==> config.mk <==
export PLATFORM = sky130hd
export DESIGN_NAME = pgrd_read_ctrl
export DESIGN_NICKNAME = d
export VERILOG_FILES = /design/src/rtl/pgrd_pkg.sv /design/src/rtl/pgrd_timer.sv /design/src/rtl/pgrd_addr_seq.sv /design/src/rtl/pgrd_read_ctrl.sv
export SDC_FILE = /design/constraint.sdc
export NUM_CORES = 1
export LEC_CHECK = 0
export ABC_CLOCK_PERIOD_IN_PS = 3000
export CORE_MARGIN = 2
export CORE_UTILIZATION = 40
export DETAILED_ROUTE_END_ITERATION = 10
export GPL_TIMING_DRIVEN = 0
export HOLD_SLACK_MARGIN = 0.06
export PLACE_DENSITY_LB_ADDON = 0.15
export SLEW_MARGIN = 20
export SYNTH_ARGS = -nofsm -noshare
export SYNTH_HDL_FRONTEND = slang
export SYNTH_HIERARCHICAL = 1
export SYNTH_SLANG_ARGS = --single-unit
==> constraint.sdc <==
create_clock -name clk -period 3 [get_ports clk]
set_clock_uncertainty 0.05 [all_clocks]
set_input_delay 0.9 -clock clk [delete_from_list [all_inputs] [get_ports clk]]
set_output_delay 0.9 -clock clk [all_outputs]
set_load 0.005 [all_outputs]
==> src/rtl/pgrd_pkg.sv <==
package pgrd_pkg;

    // Page geometry is fixed by the memory: eight words per page.
    localparam int PG_BITS    = 3;
    localparam int PG_WORDS   = 1 << PG_BITS;

    localparam int DEF_ADDR_W = 20;
    localparam int DEF_DATA_W = 16;
    localparam int DEF_DLY_W  = 8;
    localparam int DEF_HOLD   = 4;

    typedef enum logic [1:0] {
        ST_IDLE   = 2'd0,
        ST_ACCESS = 2'd1,
        ST_HOLD   = 2'd2
    } rd_state_e;

    typedef logic [PG_BITS-1:0] pg_off_t;

    typedef struct packed {
        logic ce_n;
        logic oe_n;
    } pin_ctl_t;

    // True when the offset is the final word of its page.
    function automatic logic off_at_end(input pg_off_t off);
        return &off;
    endfunction

    // Pin levels that belong to each controller state.
    function automatic pin_ctl_t pins_for(input rd_state_e s);
        pin_ctl_t p;
        case (s)
            ST_ACCESS: p = '{ce_n: 1'b0, oe_n: 1'b0};
            ST_HOLD:   p = '{ce_n: 1'b0, oe_n: 1'b1};
            default:   p = '{ce_n: 1'b1, oe_n: 1'b1};
        endcase
        return p;
    endfunction

endpackage

==> src/rtl/pgrd_timer.sv <==
module pgrd_timer #(
    parameter int W = 8
) (
    input  logic         clk,
    input  logic         rst,
    input  logic         load,
    input  logic [W-1:0] load_val,
    output logic         expire
);
    logic [W-1:0] cnt_q;

    always_ff @(posedge clk) begin
        if (rst) begin
            cnt_q <= '0;
        end else if (load) begin
            cnt_q <= load_val;
        end else if (cnt_q != '0) begin
            cnt_q <= cnt_q - W'(1);
        end
    end

    // High during the final cycle of a loaded window.
    assign expire = (cnt_q == W'(1));
endmodule

==> src/rtl/pgrd_addr_seq.sv <==
module pgrd_addr_seq
    import pgrd_pkg::*;
#(
    parameter int ADDR_W = DEF_ADDR_W
) (
    input  logic              clk,
    input  logic              rst,
    input  logic              start,
    input  logic [ADDR_W-1:0] start_addr,
    input  logic [PG_BITS-1:0] start_len,
    input  logic              step,
    output logic [ADDR_W-1:0] cur_addr,
    output logic              final_word,
    output logic              next_new_page
);
    logic [PG_BITS-1:0] left_q;

    always_ff @(posedge clk) begin
        if (rst) begin
            cur_addr <= '0;
            left_q   <= '0;
        end else if (start) begin
            cur_addr <= start_addr;
            left_q   <= start_len;
        end else if (step) begin
            cur_addr <= cur_addr + ADDR_W'(1);
            left_q   <= left_q - PG_BITS'(1);
        end
    end

    assign final_word    = (left_q == '0);
    assign next_new_page = off_at_end(cur_addr[PG_BITS-1:0]);
endmodule

==> src/rtl/pgrd_read_ctrl.sv <==
module pgrd_read_ctrl
    import pgrd_pkg::*;
#(
    parameter int ADDR_W   = DEF_ADDR_W,
    parameter int DATA_W   = DEF_DATA_W,
    parameter int DLY_W    = DEF_DLY_W,
    parameter int HOLD_CYC = DEF_HOLD
) (
    input  logic                clk,
    input  logic                rst,
    input  logic                req_valid,
    output logic                req_ready,
    input  logic [ADDR_W-1:0]   req_addr,
    input  logic [PG_BITS-1:0]  req_len,
    input  logic [DLY_W-1:0]    cfg_acc_cyc,
    input  logic [DLY_W-1:0]    cfg_page_cyc,
    output logic                mem_ce_n,
    output logic                mem_oe_n,
    output logic [ADDR_W-1:0]   mem_addr,
    input  logic [DATA_W-1:0]   mem_dq,
    output logic                rd_valid,
    output logic [ADDR_W-1:0]   rd_addr,
    output logic [DATA_W-1:0]   rd_data
);
    localparam int TAG_LO = PG_BITS;
    localparam int HOLD_W = (HOLD_CYC > 0) ? $clog2(HOLD_CYC + 1) : 1;

    typedef struct packed {
        logic [DLY_W-1:0] acc;
        logic [DLY_W-1:0] pg;
    } dly_pair_t;

    function automatic logic [DLY_W-1:0] at_least_one(input logic [DLY_W-1:0] v);
        return (v == '0) ? DLY_W'(1) : v;
    endfunction

    rd_state_e         st_q, st_d;
    dly_pair_t         dly_q, dly_in;
    pin_ctl_t          pins_d;
    logic              accept, open_hit, word_done, step;
    logic              win_last, final_word, next_new, hold_load, hold_expire;
    logic              tmr_load;
    logic [DLY_W-1:0]  tmr_val;
    logic [ADDR_W-1:0] cur_addr;

    assign req_ready = (st_q != ST_ACCESS);
    assign accept    = req_valid && req_ready;
    assign open_hit  = (st_q == ST_HOLD) &&
                       (req_addr[ADDR_W-1:TAG_LO] == cur_addr[ADDR_W-1:TAG_LO]);
    assign dly_in    = '{acc: at_least_one(cfg_acc_cyc), pg: at_least_one(cfg_page_cyc)};
    assign word_done = (st_q == ST_ACCESS) && win_last;
    assign step      = word_done && !final_word;
    assign hold_load = word_done && final_word;

    // Delay for the next window: fresh config on accept, latched values on later words.
    always_comb begin
        tmr_load = 1'b0;
        tmr_val  = dly_q.pg;
        if (accept) begin
            tmr_load = 1'b1;
            tmr_val  = open_hit ? dly_in.pg : dly_in.acc;
        end else if (step) begin
            tmr_load = 1'b1;
            tmr_val  = next_new ? dly_q.acc : dly_q.pg;
        end
    end

    pgrd_timer #(.W(DLY_W)) i_win_tmr (
        .clk      (clk),
        .rst      (rst),
        .load     (tmr_load),
        .load_val (tmr_val),
        .expire   (win_last)
    );

    pgrd_addr_seq #(.ADDR_W(ADDR_W)) i_seq (
        .clk           (clk),
        .rst           (rst),
        .start         (accept),
        .start_addr    (req_addr),
        .start_len     (req_len),
        .step          (step),
        .cur_addr      (cur_addr),
        .final_word    (final_word),
        .next_new_page (next_new)
    );

    generate
        if (HOLD_CYC > 0) begin : g_hold
            pgrd_timer #(.W(HOLD_W)) i_hold_tmr (
                .clk      (clk),
                .rst      (rst),
                .load     (hold_load),
                .load_val (HOLD_W'(HOLD_CYC)),
                .expire   (hold_expire)
            );
        end else begin : g_no_hold
            assign hold_expire = 1'b1;
        end
    endgenerate

    always_comb begin
        st_d = st_q;
        case (st_q)
            ST_IDLE: begin
                if (accept) st_d = ST_ACCESS;
            end
            ST_ACCESS: begin
                if (hold_load) st_d = (HOLD_CYC > 0) ? ST_HOLD : ST_IDLE;
            end
            ST_HOLD: begin
                if (accept)           st_d = ST_ACCESS;
                else if (hold_expire) st_d = ST_IDLE;
            end
            default: st_d = ST_IDLE;
        endcase
    end

    assign pins_d   = pins_for(st_d);
    assign mem_addr = cur_addr;

    always_ff @(posedge clk) begin
        if (rst) begin
            st_q     <= ST_IDLE;
            dly_q    <= '{acc: DLY_W'(1), pg: DLY_W'(1)};
            mem_ce_n <= 1'b1;
            mem_oe_n <= 1'b1;
            rd_valid <= 1'b0;
            rd_addr  <= '0;
            rd_data  <= '0;
        end else begin
            st_q     <= st_d;
            mem_ce_n <= pins_d.ce_n;
            mem_oe_n <= pins_d.oe_n;
            rd_valid <= word_done;
            if (accept) dly_q <= dly_in;
            if (word_done) begin
                rd_addr <= cur_addr;
                rd_data <= mem_dq;
            end
        end
    end
endmodule

==> flow_summary.ini <==
[sta]
rsz0062_at_grt = yes
finalMaxSlewViolations = 0
timing.final.crit_share_pct = 101
setup_viol = 1
timing_hold_violations_final = 0
slew_headroom_pct = 53.3
min_period_ns = 3.03
tightest_slew_ns = 0.698
fin_ws_ns = -0.0296
max_freq_mhz = 330

[routing]
viasPerCell = 5.32
drt_iter0_drc = 202
drc_errors = 0
antenna_left = 0
vias = 4450
firstDrtPassIters = 5
wirelength_microns = 13500
wl_per_cell_microns = 16.1

[layout]
regArea_sq_um = 1820
area_growth_pct = 42.2
multi_input_area_sq_um = 2640
drive_gt1_share_pct = 11.4
antenna_cells = 0
num-fill-cells = 1028
post-route-util_pct = 58.8
layout.nets = 760

[logic_synthesis]
synth-async-reset-ratio_pct = 0
synth_top_flop_cell = dfxtp_1
syn_inst = 559
synth.distinct_cells = 57
yosysSeqAreaShare_pct = 40.3
synth_edf_count = 0
yosysTopAreaCell = dfxtp_1
synth.most_common_cell = nand2_1
synth_top_cell_area_share_pct = 40.3
ys_warn_count = 6
syn_avg_cell_area_sq_um = 8.10
yosys-top-cells-area = dfxtp_1 40%, nand2_1 9.6%, a21oi_1 7.3%, xor2_1 3.7%, xnor2_1 3.1%
synth-seq-cells = 91
netlist_top_cells_count = 116 x nand2_1, 91 x dfxtp_1, 66 x a21oi_1
synth_area_sq_um = 4530

[worst_setup_path]
rrSetupSlack_ns = -0.03
path_class = flop to flop
path_max_fanout = 6
critPathLaunchType = flop
crit_required_ns = 3.18
path_cells = or4_4 -> nor4b_4 -> inv_2 -> or2_4 -> buf_12 -> nor2_4 -> buf_8 -> nand4_1 -> nor4_4 -> nor3_2 -> a2111oi_2
cp-end-kind = flop
cp_slowest_stage_delay_ns = 0.55
critPathTopFamily = simple AND/OR/NAND/NOR gates
crit_slowest_cell = or4_4
worst_ep_arrival_time_ns = 3.21
cp.buffers_inverters = 3

[run_status]
violations = setup timing
status = finished, violations left

[clock_tree]
cts_root_buf = clkbuf_16
cts_tree = yes
clock_sinks = 91
clock_path_buffers = 2
postCtsHoldBufs = 0
clk_pin_slew_ns = 0.07
h-tree-depth = 3
cts_buffers = 9
clock_latency_ns = 0.34

[global_routing]
grt_pass1_vias = 4262
grt_max_degree = 20
grt_pass1_wl_microns = 20900
antenna_found_initial = 0
overflow = 0
grt_use_total_pct = 22.5

[floorplan]
die_h_microns = 110
fp-row-count = 38
die_area_sq_um = 12200
die_w_microns = 110
io_pins = 118
core_sq_um = 10900
start_util_pct = 41.4

[pwr]
power.density_nw_per_um2 = 561
worst_ir_drop_vdd_v = 0.000382
p_leak_uw = 0.00223

[placement]
dp_hpwl_microns = 9860
place_ws_ns = -0.553
io_buffers = 117
place.gp.congestion = 0.872

[run]
drv_cap = 0

[min_path]
hold_path.class = flop to flop
[what timing repair did]
action | CTS | global route
setup buffers | 4 | 3
resized for setup | 17 | 27
hold endpoints to repair | 0 | 0
setup endpoints to repair | 32 | 28
gates cloned | 1 | 0
pin swaps | 4 | 11
[placed cells by master, fill, tap and decap left out, types with 3 or more instances in the layout]
cell             instances
nor2b_1                  7
xnor2_1                 16
o21ai_0                 12
a311oi_1                 3
conb_1                   3
nor4_2                   5
a211oi_1                 9
ha_1                    11
a211oi_2                 5
nand3_1                  5
inv_1                   13
a31oi_1                  8
dfxtp_1                 89
nor4_4                   3
nand2_1                116
or3_1                    5
clkbuf_1                18
mux2i_1                 12
buf_6                    3
clkdlybuf4s50_1        117
buf_2                    5
nor2_2                   3
nor3_1                   8
clkbuf_16                9
nor2_1                  34
a22oi_1                  8
nor3b_1                  4
nor4_1                   6
clkinvlp_4               3
a21oi_1                 66
xor2_1                  19
nand4_1                  7
buf_4                    7
clkbuf_2                 3
[final timing paths]
path	from	to	depth (start not counted)
min reg2reg	dly_q[5]	dly_q[5]	2
max	i_win_tmr/cnt_q[4]	i_seq/cur_addr[14]	11
max reg2reg	i_win_tmr/cnt_q[4]	i_seq/cur_addr[14]	11
min	dly_q[5]	dly_q[5]	2
[worst register-to-register path, cell delays in order, from the launching register on]
cell,delay [ns]
dfxtp_1,0.34
or4_4,0.55
nor4b_4,0.29
inv_2,0.07
or2_4,0.29
buf_12,0.14
nor2_4,0.08
buf_8,0.14
nand4_1,0.15
nor4_4,0.38
nor3_2,0.08
a2111oi_2,0.35
[per-layer routing]
metal  track usage, %  vias up  wire (microns)
li1                 -     2206               -
met3             5.06       19             841
met1             28.4     2082            5780
met4             9.11        0             294
met2             37.2      143            6570
met5                0        -               0
[cell families after synthesis]
kind of cell | Yosys count | share of synthesized area [%]
other | 2 | 0.166
xor gates and xnor gates | 35 | 6.77
AOI/OAI and AO/OA | 123 | 16.6
adders and majority gates | 11 | 3.04
DFF | 91 | 40.3
buffers and inverters | 51 | 4.78
and+or+nand+nor | 233 | 25.4
muxes | 13 | 2.90
[sequential cells by signal, summed over array words and instances, names as in the netlist]
signal / count
i_seq/left_q: 3
rd_addr: 20
rd_data: 16
rd_valid: 1
st_q: 2
g_hold.i_hold_tmr/cnt_q: 3
mem_ce_n: 1
mem_oe_n: 1
i_win_tmr/cnt_q: 8
dly_q: 16
i_seq/cur_addr: 20
[report_power, final]
group / internal (uW) / switching, uW / total, uW
clock: 731 / 475 / 1210
combinational: 483 / 440 / 923
sequential: 1330 / 152 / 1480
total: 2540 / 1070 / 3610
[area by class of cell]
type,count,share of cell area (%)
sequential,91,28.3
timing repair buffer,125,19.3
clock buffer,10,3.56
buffer,30,2.72
tap,140,2.72
clock inverter,6,1.38
inverter,16,0.992
multi-input combinational,418,41.0
[per-stage QoR]
stage	hold WS, ns	instance area [sq um]	setup TNS, ns	total power [uW]	cells
finish	0.405	6430	-0.0296	3610	836
global route	0.421	6430	-0.384	3800	836
CTS	0.407	6320	0	3610	834
detailed placement	0.398	5910	-14.03	2370	817
global placement	0.392	5910	-12.77	2340	817
floorplan	0.385	4560	-0.00919	2040	560
(Power assumes the default switching activity.)
